<file path="src/rtl/mcc_pkg.sv">
package mcc_pkg;

  localparam int OPC_W  = 6;
  localparam int ST_W   = 4;
  localparam int CTRL_W = 16;
  localparam int ADDR_W = ST_W + OPC_W;
  localparam int WORD_W = CTRL_W + ST_W;
  localparam int DEPTH  = 1 << ADDR_W;

  localparam logic [OPC_W-1:0] OP_RTYPE = 6'h00;
  localparam logic [OPC_W-1:0] OP_JUMP  = 6'h02;
  localparam logic [OPC_W-1:0] OP_BEQ   = 6'h04;
  localparam logic [OPC_W-1:0] OP_LOAD  = 6'h23;
  localparam logic [OPC_W-1:0] OP_STORE = 6'h2B;

  localparam logic [1:0] BSEL_REG   = 2'b00;
  localparam logic [1:0] BSEL_FOUR  = 2'b01;
  localparam logic [1:0] BSEL_IMM   = 2'b10;
  localparam logic [1:0] BSEL_SHIMM = 2'b11;

  localparam logic [1:0] AOP_ADD  = 2'b00;
  localparam logic [1:0] AOP_SUB  = 2'b01;
  localparam logic [1:0] AOP_FUNC = 2'b10;

  localparam logic [1:0] PSRC_ALU    = 2'b00;
  localparam logic [1:0] PSRC_TARGET = 2'b01;
  localparam logic [1:0] PSRC_JUMP   = 2'b10;

  typedef enum logic [ST_W-1:0] {
    S_FETCH  = 4'd0,
    S_DECODE = 4'd1,
    S_MADDR  = 4'd2,
    S_MREAD  = 4'd3,
    S_LDWB   = 4'd4,
    S_MWRITE = 4'd5,
    S_REXEC  = 4'd6,
    S_RDONE  = 4'd7,
    S_BRANCH = 4'd8,
    S_JUMP   = 4'd9
  } state_e;

  typedef struct packed {
    logic       iord;
    logic       mem_rd;
    logic       mem_wr;
    logic       ir_wr;
    logic       pc_wr;
    logic       pc_wr_cond;
    logic [1:0] pc_src;
    logic       alu_a_sel;
    logic [1:0] alu_b_sel;
    logic [1:0] alu_op;
    logic       reg_dst;
    logic       mem_to_reg;
    logic       reg_wr;
  } ctrl_t;

  // Moore output pattern of one state; unlisted signals stay zero.
  function automatic ctrl_t ctrl_of(state_e st);
    ctrl_t c;
    c = '0;
    case (st)
      S_FETCH: begin
        c.mem_rd    = 1'b1;
        c.ir_wr     = 1'b1;
        c.pc_wr     = 1'b1;
        c.alu_b_sel = BSEL_FOUR;
        c.alu_op    = AOP_ADD;
        c.pc_src    = PSRC_ALU;
      end
      S_DECODE: begin
        c.alu_b_sel = BSEL_SHIMM;
        c.alu_op    = AOP_ADD;
      end
      S_MADDR: begin
        c.alu_a_sel = 1'b1;
        c.alu_b_sel = BSEL_IMM;
        c.alu_op    = AOP_ADD;
      end
      S_MREAD: begin
        c.mem_rd = 1'b1;
        c.iord   = 1'b1;
      end
      S_LDWB: begin
        c.reg_wr     = 1'b1;
        c.mem_to_reg = 1'b1;
        c.reg_dst    = 1'b0;
      end
      S_MWRITE: begin
        c.mem_wr = 1'b1;
        c.iord   = 1'b1;
      end
      S_REXEC: begin
        c.alu_a_sel = 1'b1;
        c.alu_b_sel = BSEL_REG;
        c.alu_op    = AOP_FUNC;
      end
      S_RDONE: begin
        c.reg_wr  = 1'b1;
        c.reg_dst = 1'b1;
      end
      S_BRANCH: begin
        c.alu_a_sel  = 1'b1;
        c.alu_b_sel  = BSEL_REG;
        c.alu_op     = AOP_SUB;
        c.pc_wr_cond = 1'b1;
        c.pc_src     = PSRC_TARGET;
      end
      S_JUMP: begin
        c.pc_wr  = 1'b1;
        c.pc_src = PSRC_JUMP;
      end
      default: c = '0;
    endcase
    return c;
  endfunction

  // Opcode only matters in decode and in the load/store split.
  function automatic state_e next_of(state_e st, logic [OPC_W-1:0] op);
    state_e n;
    case (st)
      S_FETCH:  n = S_DECODE;
      S_DECODE: begin
        case (op)
          OP_LOAD, OP_STORE: n = S_MADDR;
          OP_RTYPE:          n = S_REXEC;
          OP_BEQ:            n = S_BRANCH;
          OP_JUMP:           n = S_JUMP;
          default:           n = S_FETCH;
        endcase
      end
      S_MADDR:  n = S_FETCH;
      S_MREAD:  n = S_LDWB;
      S_REXEC:  n = S_RDONE;
      default:  n = S_FETCH;
    endcase
    return n;
  endfunction

  // Table word for a {state, opcode} address: {next state, controls}.
  function automatic logic [WORD_W-1:0] table_word(logic [ADDR_W-1:0] addr);
    state_e st;
    st = state_e'(addr[ADDR_W-1:OPC_W]);
    return {next_of(st, addr[OPC_W-1:0]), ctrl_of(st)};
  endfunction

endpackage

</file>
<file path="src/rtl/mcc_state_reg.sv">
module mcc_state_reg
  import mcc_pkg::*;
(
  input  logic   clk,
  input  logic   rst,
  input  state_e nxt,
  output state_e cur
);

  always_ff @(posedge clk) begin
    if (rst) cur <= S_FETCH;
    else     cur <= nxt;
  end

endmodule

</file>
<file path="src/rtl/mcc_direct_logic.sv">
module mcc_direct_logic
  import mcc_pkg::*;
(
  input  state_e           cur,
  input  logic [OPC_W-1:0] opcode,
  input  logic             mem_op_store,
  output state_e           nxt,
  output ctrl_t            ctrl
);

  always_comb begin
    nxt = next_of(cur, opcode);
    // The address state splits on the opcode kept from decode.
    if (cur == S_MADDR) nxt = mem_op_store ? S_MWRITE : S_MREAD;
    ctrl = ctrl_of(cur);
  end

endmodule

</file>
<file path="src/rtl/mcc_rom_logic.sv">
module mcc_rom_logic
  import mcc_pkg::*;
(
  input  state_e           cur,
  input  logic [OPC_W-1:0] opcode,
  input  logic             mem_op_store,
  output state_e           nxt,
  output ctrl_t            ctrl
);

  logic [WORD_W-1:0] rom [DEPTH];
  logic [WORD_W-1:0] word;
  state_e            rom_nxt;

  for (genvar i = 0; i < DEPTH; i++) begin : g_rom
    assign rom[i] = table_word(ADDR_W'(i));
  end

  assign word    = rom[{cur, opcode}];
  assign rom_nxt = state_e'(word[WORD_W-1:CTRL_W]);
  assign ctrl    = ctrl_t'(word[CTRL_W-1:0]);

  always_comb begin
    nxt = rom_nxt;
    if (cur == S_MADDR) nxt = mem_op_store ? S_MWRITE : S_MREAD;
  end

endmodule

</file>
<file path="src/rtl/mc_ctrl_fsm.sv">
module mc_ctrl_fsm
  import mcc_pkg::*;
#(
  parameter bit TABLE_MODE = 1'b0
) (
  input  logic             clk,
  input  logic             rst,
  input  logic [OPC_W-1:0] opcode,
  output logic             iord,
  output logic             mem_rd,
  output logic             mem_wr,
  output logic             ir_wr,
  output logic             pc_wr,
  output logic             pc_wr_cond,
  output logic [1:0]       pc_src,
  output logic             alu_a_sel,
  output logic [1:0]       alu_b_sel,
  output logic [1:0]       alu_op,
  output logic             reg_dst,
  output logic             mem_to_reg,
  output logic             reg_wr
);

  state_e cur, nxt;
  ctrl_t  ctrl;
  logic   mem_op_store;

  // Named state events for the properties below.
  logic in_fetch, in_decode, in_mread, in_rexec, in_rdone, in_branch, in_jump, in_ldwb;
  assign in_fetch  = (cur == S_FETCH);
  assign in_decode = (cur == S_DECODE);
  assign in_mread  = (cur == S_MREAD);
  assign in_ldwb   = (cur == S_LDWB);
  assign in_rexec  = (cur == S_REXEC);
  assign in_rdone  = (cur == S_RDONE);
  assign in_branch = (cur == S_BRANCH);
  assign in_jump   = (cur == S_JUMP);

  // Load/store flavour is latched while the opcode is valid in decode,
  // so later opcode values cannot steer the memory path.
  always_ff @(posedge clk) begin
    if (rst)            mem_op_store <= 1'b0;
    else if (in_decode) mem_op_store <= (opcode == OP_STORE);
  end

  mcc_state_reg u_state (
    .clk (clk),
    .rst (rst),
    .nxt (nxt),
    .cur (cur)
  );

  if (TABLE_MODE) begin : g_table
    mcc_rom_logic u_logic (
      .cur          (cur),
      .opcode       (opcode),
      .mem_op_store (mem_op_store),
      .nxt          (nxt),
      .ctrl         (ctrl)
    );
  end else begin : g_direct
    mcc_direct_logic u_logic (
      .cur          (cur),
      .opcode       (opcode),
      .mem_op_store (mem_op_store),
      .nxt          (nxt),
      .ctrl         (ctrl)
    );
  end

  assign iord       = ctrl.iord;
  assign mem_rd     = ctrl.mem_rd;
  assign mem_wr     = ctrl.mem_wr;
  assign ir_wr      = ctrl.ir_wr;
  assign pc_wr      = ctrl.pc_wr;
  assign pc_wr_cond = ctrl.pc_wr_cond;
  assign pc_src     = ctrl.pc_src;
  assign alu_a_sel  = ctrl.alu_a_sel;
  assign alu_b_sel  = ctrl.alu_b_sel;
  assign alu_op     = ctrl.alu_op;
  assign reg_dst    = ctrl.reg_dst;
  assign mem_to_reg = ctrl.mem_to_reg;
  assign reg_wr     = ctrl.reg_wr;

  p_fetch_then_decode_r2: assert property (@(posedge clk) disable iff (rst)
    in_fetch |=> in_decode);

  p_ir_single_r2: assert property (@(posedge clk) disable iff (rst)
    ir_wr |=> !ir_wr);

  p_read_then_wb_r4: assert property (@(posedge clk) disable iff (rst)
    in_mread |=> (reg_wr && mem_to_reg));

  p_wb_returns_r4: assert property (@(posedge clk) disable iff (rst)
    in_ldwb |=> in_fetch);

  p_exec_then_done_r6: assert property (@(posedge clk) disable iff (rst)
    in_rexec |=> (in_rdone && reg_wr && reg_dst));

  p_done_returns_r6: assert property (@(posedge clk) disable iff (rst)
    in_rdone |=> in_fetch);

  p_branch_returns_r7: assert property (@(posedge clk) disable iff (rst)
    in_branch |=> in_fetch);

  p_jump_returns_r8: assert property (@(posedge clk) disable iff (rst)
    in_jump |=> in_fetch);

  p_mem_excl_r11: assert property (@(posedge clk) disable iff (rst)
    !(mem_rd && mem_wr));

  p_pc_excl_r11: assert property (@(posedge clk) disable iff (rst)
    !(pc_wr && pc_wr_cond));

endmodule

</file>
<file path="config.mk">
export PLATFORM = sky130hd
export DESIGN_NAME = mc_ctrl_fsm
export DESIGN_NICKNAME = d
export VERILOG_FILES = /design/src/rtl/mcc_pkg.sv /design/src/rtl/mcc_state_reg.sv /design/src/rtl/mcc_direct_logic.sv /design/src/rtl/mcc_rom_logic.sv /design/src/rtl/mc_ctrl_fsm.sv
export SDC_FILE = /design/constraint.sdc
export NUM_CORES = 1
export LEC_CHECK = 0
export ABC_CLOCK_PERIOD_IN_PS = 1500
export BUFFER_PORTS_ARGS = -buffer_cell sky130_fd_sc_hd__buf_2
export CAP_MARGIN = 10
export CORE_AREA = 2 2 39 41
export CTS_BUF_LIST = sky130_fd_sc_hd__clkbuf_4 sky130_fd_sc_hd__clkbuf_8
export DETAILED_ROUTE_END_ITERATION = 8
export DIE_AREA = 0 0 41 43
export PLACE_DENSITY_LB_ADDON = 0.1
export SLEW_MARGIN = 10
export SYNTH_ARGS = -nofsm -noshare
export SYNTH_HDL_FRONTEND = slang
export SYNTH_SLANG_ARGS = --single-unit
</file>
<file path="constraint.sdc">
create_clock -name clk -period 1.5 [get_ports clk]
set_input_delay 0 -clock clk [delete_from_list [all_inputs] [get_ports clk]]
set_output_delay 0 -clock clk [all_outputs]
set_load 0.01 [all_outputs]
</file>
# Word-level counts from Yosys, hierarchy flattened

Cells that the tools add are included.
Widths: inputs -> output; s select.

Add/subtract/negate cells: 0
Multipliers: 0
Divide/modulo/power cells: 0
$lt $le $gt $ge: 0
Equal/unequal tests: 13
Shift-type cells: 0
Mux-type cells: 16
Bitwise logic cells: 0
Reductions and logical operators: 8

Operator list:

| cell               | number |
|---|---|
| $pmux 4 s4         | 2 |
| $pmux 4 s5         | 1 |
| $eq 4x3->1 const B | 4 |
| $eq 6x6->1 const B | 2 |
| $mux 1             | 10 |
| $reduce_or 2->1    | 5 |
| $eq 4x2->1 const B | 2 |
| $eq 4x4->1 const B | 2 |
| $eq 6x2->1 const B | 1 |
| $eq 6x3->1 const B | 1 |
| $logic_not 6->1    | 1 |
| $eq 4x1->1 const B | 1 |
| $logic_not 4->1    | 1 |
| $mux 4             | 1 |
| $pmux 2 s2         | 1 |
| $mux 3             | 1 |
| $reduce_or 3->1    | 1 |

Flip-flop bits (word level): 5
Bits in latches: 0
Bits in writable memories: 0
Bits in read-only memories: 0
Output and inout port bits: 16
Memories kept: 0

# Logic depth before layout (Yosys ltp)

Gate-level depths: netlist of the first run.

Depth in word-level cells: 5
Mapped depth: 4
Gate-level depth less buffers: 3

# Modules after synthesis

Synthesis of the first run repeated with hierarchy kept, for this count alone.

Cell total of the unflattened synthesis: 63
Area total of the unflattened synthesis: 450.4 um2

By module, submodules not included:

| module           | times used | cells an instance | area an instance (um2) | sequential area each (um2) |
|---|---|---|---|---|
| mcc_direct_logic | 1          | 49                | 276.5                  | 0.0 |
| mcc_state_reg    | 1          | 8                 | 105.1                  | 80.1 |
| mc_ctrl_fsm      | 1          | 6                 | 68.8                   | 20.0 |

# Least setup slack after synthesis of the first run

OpenSTA, ideal clock, no wires.

Path type: register to register
From: register u_state.cur[1]
To: register u_state.cur[0]
Setup time: 0.076 ns
Arrival time: 1.270 ns
Required time: 1.424 ns
Slack: 0.154 ns
Stages on the path, launching flop included: 4
Path buffers: 0
Period minus slack after synthesis: 1.346 ns
Cell sequence: dfxtp_1 > nor4b_4 > or4b_1 > o22ai_1

Longest elaborated chain between the ends: 3
Elaborated cells on any way between the ends: 7
Classes of those cells: eq/ne (4); mux (2); reduce/logical (1)

Ends and longest elaborated chain:

| what                               | line                   | text |
|---|---|---|
| start, declared                    | mcc_state_reg.sv:7     | `output state_e cur` |
| start signal, assigned             | mcc_state_reg.sv:12    | `else cur <= nxt;` |
| $eq 4x3->1 (tied with other cells) | mcc_pkg.sv:121         | `case (st)` |
| $pmux 4 s4                         | mcc_pkg.sv:121         |  |
| $mux 4 *                           | mcc_direct_logic.sv:14 | `if (cur == S_MADDR) nxt = mem_op_store ? S_MWRITE : S_MREAD;` |

Every way passes the cells marked *; elsewhere a longest branch is shown, timed or not.
A chain may end at the register's enable or synchronous reset.

# Final worst setup path of the first run

Ends and elaborated chain as after synthesis.

==> results.yml, run 1 <==
synth:
  synthArstFlopShare_pct: 0
  yosysWarnings: 0
  synth.cell_area_um2: 446.7
  synthDistinctLibCells: 28
  synth.largest_area_cell: "dfxtp_1"
  synth_flop_cell: "dfxtp_1"
  netlist_top_cells_count: "nand2b_1 (8), nor3_1 (7), nor2_1 (6), dfxtp_1 (5), clkbuf_1 (4)"
  netlist.area_leader.share_pct: 22.41
  synth_edf_count: 0
  yosysSeqAreaShare_pct: 22.41
  syn_nets: 66
  ys_seq_elements: 5
  postSynthCellCount: 58
  yosysMostFrequentCell: "nand2b_1"
  syn_area_per_cell_um2: 7.701
  synth_top_cells_by_area: "dfxtp_1 (22%), nand2b_1 (11%), nor3_1 (7.8%)"
status:
  status: "completed"
grt:
  grt_pass1_vias: 436
  grt_max_degree: 16
  grt_usage_pct: 14.79
  overflow: 0
  antenna_found_initial: 0
  grt_pass1_wl_mm: 1.780
worst_setup_path:
  slowest_stage: "or4b_1"
  worstPathBufferInverterCount: 0
  cp_cell_sequence: "nor4b_4 -> or4b_1 -> o22ai_1"
  critPathTopFamily: "simple AND/OR/NAND/NOR gates"
  worstPathMaxFanout: 4
  startpoint_type: "register"
  endpoint_kind: "register"
  slowest_delay_ps: 490
  arrival_ps: 1540
  critPathKind: "reg2reg"
  cp.required_ps: 1670
route:
  drc_errors: 0
  wl_mm: 1.109
  vias: 517
  via_per_inst: 5.119
  antenna_left: 0
  wl_per_cell_um: 10.98
  first_iter_violations: 3
  dr.pass1.iters: 3
placed_design:
  place_ws_ps: 133.8
  numPortBuffers: 23
  dp_hpwl_um: 879.1
  finalWeightedCongestion: 0.7237
die:
  die_x_um: 41
  coreArea_um2: 1384
  start_util_pct: 32.28
  die_y_um: 43
  dieArea_um2: 1763
  rows: 14
  ioPinCount: 24
timing:
  tightestPinTransition_ps: 361.2
  post-route-period-util_pct: 91.00
  skew_ps: 4.420
  rsz0062_at_grt: "false"
  setup_tns_ps: 0
  layout_setup_ws_ps: 135.0
  finalSetupViolations: 0
  slew_headroom_pct: 75.59
  max_freq_ghz: 0.7326
  hold_viol: 0
  slew_viol_final: 0
  finalCriticalPeriod_ps: 1365
final_layout:
  nets: 94
  finish.utilization_pct: 45.66
  area_growth_pct: 41.46
  drive_above_1_share_pct: 40.00
  n_fill_cell: 140
  n_antenna_cell: 0
clocking:
  cts_tree: "yes"
  cts_sinks: 5
  cts-htree-levels: 1
  root_buffer: "clkbuf_4"
  cts_buffers: 3
  path_clk_slew_ps: 40
  cts_setup_buffers: 0
  clock_latency_ps: 240
  cts.path.max_buffers: 2
flow_run:
  cap_violations: 0
hold_path:
  hp-class: "in2reg"
pwr:
  peakVddDrop_mv: 0.5399
  p_leak_nw: 0.3001
  power_density_nw_per_um2: 619.7
[report_power, final]
part	leakage (nW)	switching (W)	internal [W]
Sequential	0.0406	0.00000155	0.000136
Combinational	0.241	0.0000415	0.0000394
Clock	0.0184	0.0000545	0.000119
Total	0.300	0.0000975	0.000294
[path summary, 6_finish.rpt]
path / cells after the start / start / slack [ps] / to
min: 3 / opcode[2] / 60 / u_state.cur[3]$_SDFF_PP0_
min reg2reg: 2 / mem_op_store$_SDFFE_PP0P_ / 510 / mem_op_store$_SDFFE_PP0P_
max reg2reg: 3 / u_state.cur[1]$_SDFF_PP0_ / 140 / u_state.cur[0]$_SDFF_PP0_
max: 3 / u_state.cur[1]$_SDFF_PP0_ / 140 / u_state.cur[0]$_SDFF_PP0_
[metal layers]
layer  GRT usage (%)  vias to the layer above  wire length [um]
met5               0                        -                 0
met4           4.000                        0                 0
met3           6.283                        0                72
met2           22.81                       21               510
met1           18.12                      229               526
li1                -                      267                 -
[layout by cell type (no fill, tap or decap), drive strengths merged]
| cell type | instances |
|---|---|
| buf | 27 |
| nand2b | 8 |
| nor3 | 7 |
| nor2 | 6 |
| dfxtp | 5 |
| clkbuf | 4 |
| a21oi | 3 |
| nor4 | 2 |
| nor3b | 2 |
| o22ai | 2 |
| a211oi | 1 |
| xor2 | 1 |
| and4b | 1 |
| nand2 | 1 |
| xnor2 | 1 |
| o21a | 1 |
| nor4b | 1 |
| nor4bb | 1 |
| nand4 | 1 |
| or3 | 1 |
| or4b | 1 |
| inv | 1 |
| o21ai | 1 |
| o2bb2ai | 1 |
| nor2b | 1 |
| o211a | 1 |
| nand4bb | 1 |
| a211o | 1 |
| dlygate4sd3 | 1 |
[cells by family after synthesis]
family	synth area share, %
simple gates	50.98
compound gates	16.81
buf+inv	5.881
flops	22.41
xor+xnor	3.922
[per-stage QoR]
stage / power [W] / instance area, um2 / hold WS [ps] / instances
2_1_floorplan: 0.0001860 / 446.7 / 69.07 / 58
3_3_place_gp: 0.0002184 / 589.3 / 223.8 / 96
3_5_place_dp: 0.0002190 / 589.3 / 222.2 / 96
4_1_cts: 0.0003997 / 629.4 / 54.84 / 101
5_1_grt: 0.0004133 / 631.9 / 56.68 / 101
6_report: 0.0003915 / 631.9 / 61.88 / 101
[worst min-delay path, delay by kind of cell]
family / cells / cell delay [ps]
AO/OA/AOI/OAI: 1 / 60
buffers and inverters: 1 / 120
AND/OR/NAND/NOR: 1 / 70
[registers in the layout, summed over array words and instances, names as in the netlist]
register / count
mem_op_store: 1
u_state.cur: 4
[timing repair]
action,4_1_cts,5_1_grt
endpoints found under the hold margin,2,0
gates resized for setup,0,1
setup endpoints to repair,0,1
hold buffers,1,0
[area by class of cell]
| class | instances | area (um2) | area share [%] |
|---|---|---|---|
| flip-flops and latches | 5 | 100.1 | 15.84 |
| multi-input cells | 47 | 322.8 | 51.09 |
| repair buffers | 28 | 155.1 | 24.55 |
| well taps | 16 | 20.02 | 3.168 |
| inverters | 1 | 3.754 | 0.5941 |
| clock buffers | 4 | 30.03 | 4.752 |
No activity file was read; power rests on OpenSTA's default activity.
==> inputs of run 2 (changes only) <==
--- a/config.mk
+++ b/config.mk
@@ -8,10 +8,10 @@
 export ABC_CLOCK_PERIOD_IN_PS = 1500
 export BUFFER_PORTS_ARGS = -buffer_cell sky130_fd_sc_hd__buf_2
 export CAP_MARGIN = 10
-export CORE_AREA = 2 2 39 41
+export CORE_AREA = 4 4 41 43
 export CTS_BUF_LIST = sky130_fd_sc_hd__clkbuf_4 sky130_fd_sc_hd__clkbuf_8
 export DETAILED_ROUTE_END_ITERATION = 8
-export DIE_AREA = 0 0 41 43
+export DIE_AREA = 0 0 45 47
 export PLACE_DENSITY_LB_ADDON = 0.1
 export SLEW_MARGIN = 10
 export SYNTH_ARGS = -nofsm -noshare
==> run 2 against run 1 <==
Via count is 2.7% lower; clock skew decreased by 2.9 ps; die area rose by 20%; final cell count is the same; clock power hardly changed; core utilization rose by 3.8 points; non-clock buffer count grew 1; combinational power increased by 7.2%; register-to-register slack better by 40 ps; design area increased by 1.8%.
==> results.yml, run 2 (synthesized netlist as in run 1, its figures left out) <==
worst_setup_path:
  endpoint_kind: "output port"
  slowest_stage: "dfxtp_1"
  reg2reg_slack_ps: 180
  slowest_delay_ps: 320
  cp_cell_sequence: "buf_4 -> nand2b_1 -> o21a_1 -> nor2_1 -> buf_2"
  startpoint_type: "register"
  cp.required_ps: 1500
  worstPathBufferInverterCount: 2
  worstPathMaxFanout: 14
  critPathTopFamily: "flip-flops"
  critPathKind: "reg2out"
  arrival_ps: 1350
placed_design:
  place_ws_ps: 177.8
  dpl_cell_area_um2: 595.6
  dp_hpwl_um: 870.4
  numPortBuffers: 23
  finalWeightedCongestion: 0.7061
timing:
  layout_setup_ws_ps: 150.6
  finalSetupViolations: 0
  setup_tns_ps: 0
  rsz0062_at_grt: "false"
  slew_headroom_pct: 76.90
  max_freq_ghz: 0.7411
  hold_viol: 0
  skew_ps: 1.489
  slew_viol_final: 0
  tightestPinTransition_ps: 341.8
  holdWs_ps: 48.46
  finalCriticalPeriod_ps: 1349
  post-route-period-util_pct: 89.96
clocking:
  cts_sinks: 5
  cts.path.max_buffers: 2
  cts_tree: "yes"
  cts_setup_buffers: 0
  path_clk_slew_ps: 40
  root_buffer: "clkbuf_4"
  cts-htree-levels: 1
  clock_latency_ps: 240
  cts_buffers: 3
route:
  wl_mm: 1.138
  via_per_inst: 4.980
  dr.pass1.iters: 2
  wl_per_cell_um: 11.27
  antenna_left: 0
  vias: 503
  drc_errors: 0
  first_iter_violations: 2
grt:
  grt_pass1_vias: 461
  overflow: 0
  antenna_found_initial: 0
  grt_pass1_wl_mm: 1.807
  grt_usage_pct: 12.33
  grt_max_degree: 16
final_layout:
  finish.utilization_pct: 49.42
  area_growth_pct: 43.98
  largest_reg_flops: 4
  multi_input_area_um2: 327.8
  layout_common_cells: "buf_2 (23), nand2b_1 (7), nor3_1 (7), nor2_1 (6)"
  nets: 95
  drive_above_1_share_pct: 40.70
  final_cell_area_um2: 643.1
  n_antenna_cell: 0
  reg.largest.list: "u_state.cur x4, mem_op_store x1"
  regArea_um2: 100.1
  n_fill_cell: 145
  top_register: "u_state.cur"
  final_common_cell: "buf_2"
flow_run:
  cap_violations: 0
die:
  ioPinCount: 24
  dieArea_um2: 2115
  coreArea_um2: 1301
  rows: 13
  die_x_um: 45
  die_y_um: 47
  start_util_pct: 34.33
hold_path:
  hp-class: "in2reg"
pwr:
  p_leak_nw: 0.3064
  peakVddDrop_mv: 0.4585
  power_density_nw_per_um2: 617.3
status:
  status: "completed"
-- run 2: cell count changes in the layout (fill, tap and decap cells not counted), sizes merged --
cell,previous run,this run
buf,27,28
-- run 2: power by group --
group	internal [W]	switching [W]	total [W]
Sequential	0.000136	0.00000161	0.000138
Combinational	0.0000428	0.0000439	0.0000867
Clock	0.000119	0.0000539	0.000172
Total	0.000297	0.0000995	0.000397
-- run 2: path summary, 6_finish.rpt --
path | cells after the start | startpoint | endpoint
min reg2reg | 2 | mem_op_store$_SDFFE_PP0P_ | mem_op_store$_SDFFE_PP0P_
max | 5 | u_state.cur[2]$_SDFF_PP0_ | alu_a_sel
min | 3 | opcode[3] | mem_op_store$_SDFFE_PP0P_
max reg2reg | 3 | u_state.cur[1]$_SDFF_PP0_ | u_state.cur[0]$_SDFF_PP0_
-- run 2: worst reg2reg max path, cell delays in order (launching register included) --
cell and delay, ps:
dfxtp_1 320, nor4b_4 280, or4b_1 490, o22ai_1 160
-- run 2: area by class of cell --
| type | instances | share of cell area (%) |
|---|---|---|
| flip-flops and latches | 5 | 15.56 |
| repair buffers | 29 | 25.29 |
| inverters | 1 | 0.5837 |
| clock buffers | 4 | 4.669 |
| multi-input cells | 47 | 50.97 |
| well taps | 15 | 2.918 |
-- run 2: per-layer routing --
metal	vias to the layer above	share of wire [%]	GRT usage (%)
met5	-	0	0
met4	0	1.3	12.28
met1	222	43	13.21
li1	268	-	-
met3	2	6.0	3.448
met2	11	49	19.21
-- run 2: through the flow --
stage	cells	power, W
2_1_floorplan	58	0.0001860
3_3_place_gp	96	0.0002219
3_5_place_dp	96	0.0002220
4_1_cts	101	0.0004037
5_1_grt	101	0.0004327
6_report	101	0.0003970
-- run 2: repair_timing --
item	CTS	global route
gates resized for setup	0	1
hold buffers	1	0
setup endpoints to repair	0	1
endpoints found under the hold margin	2	0
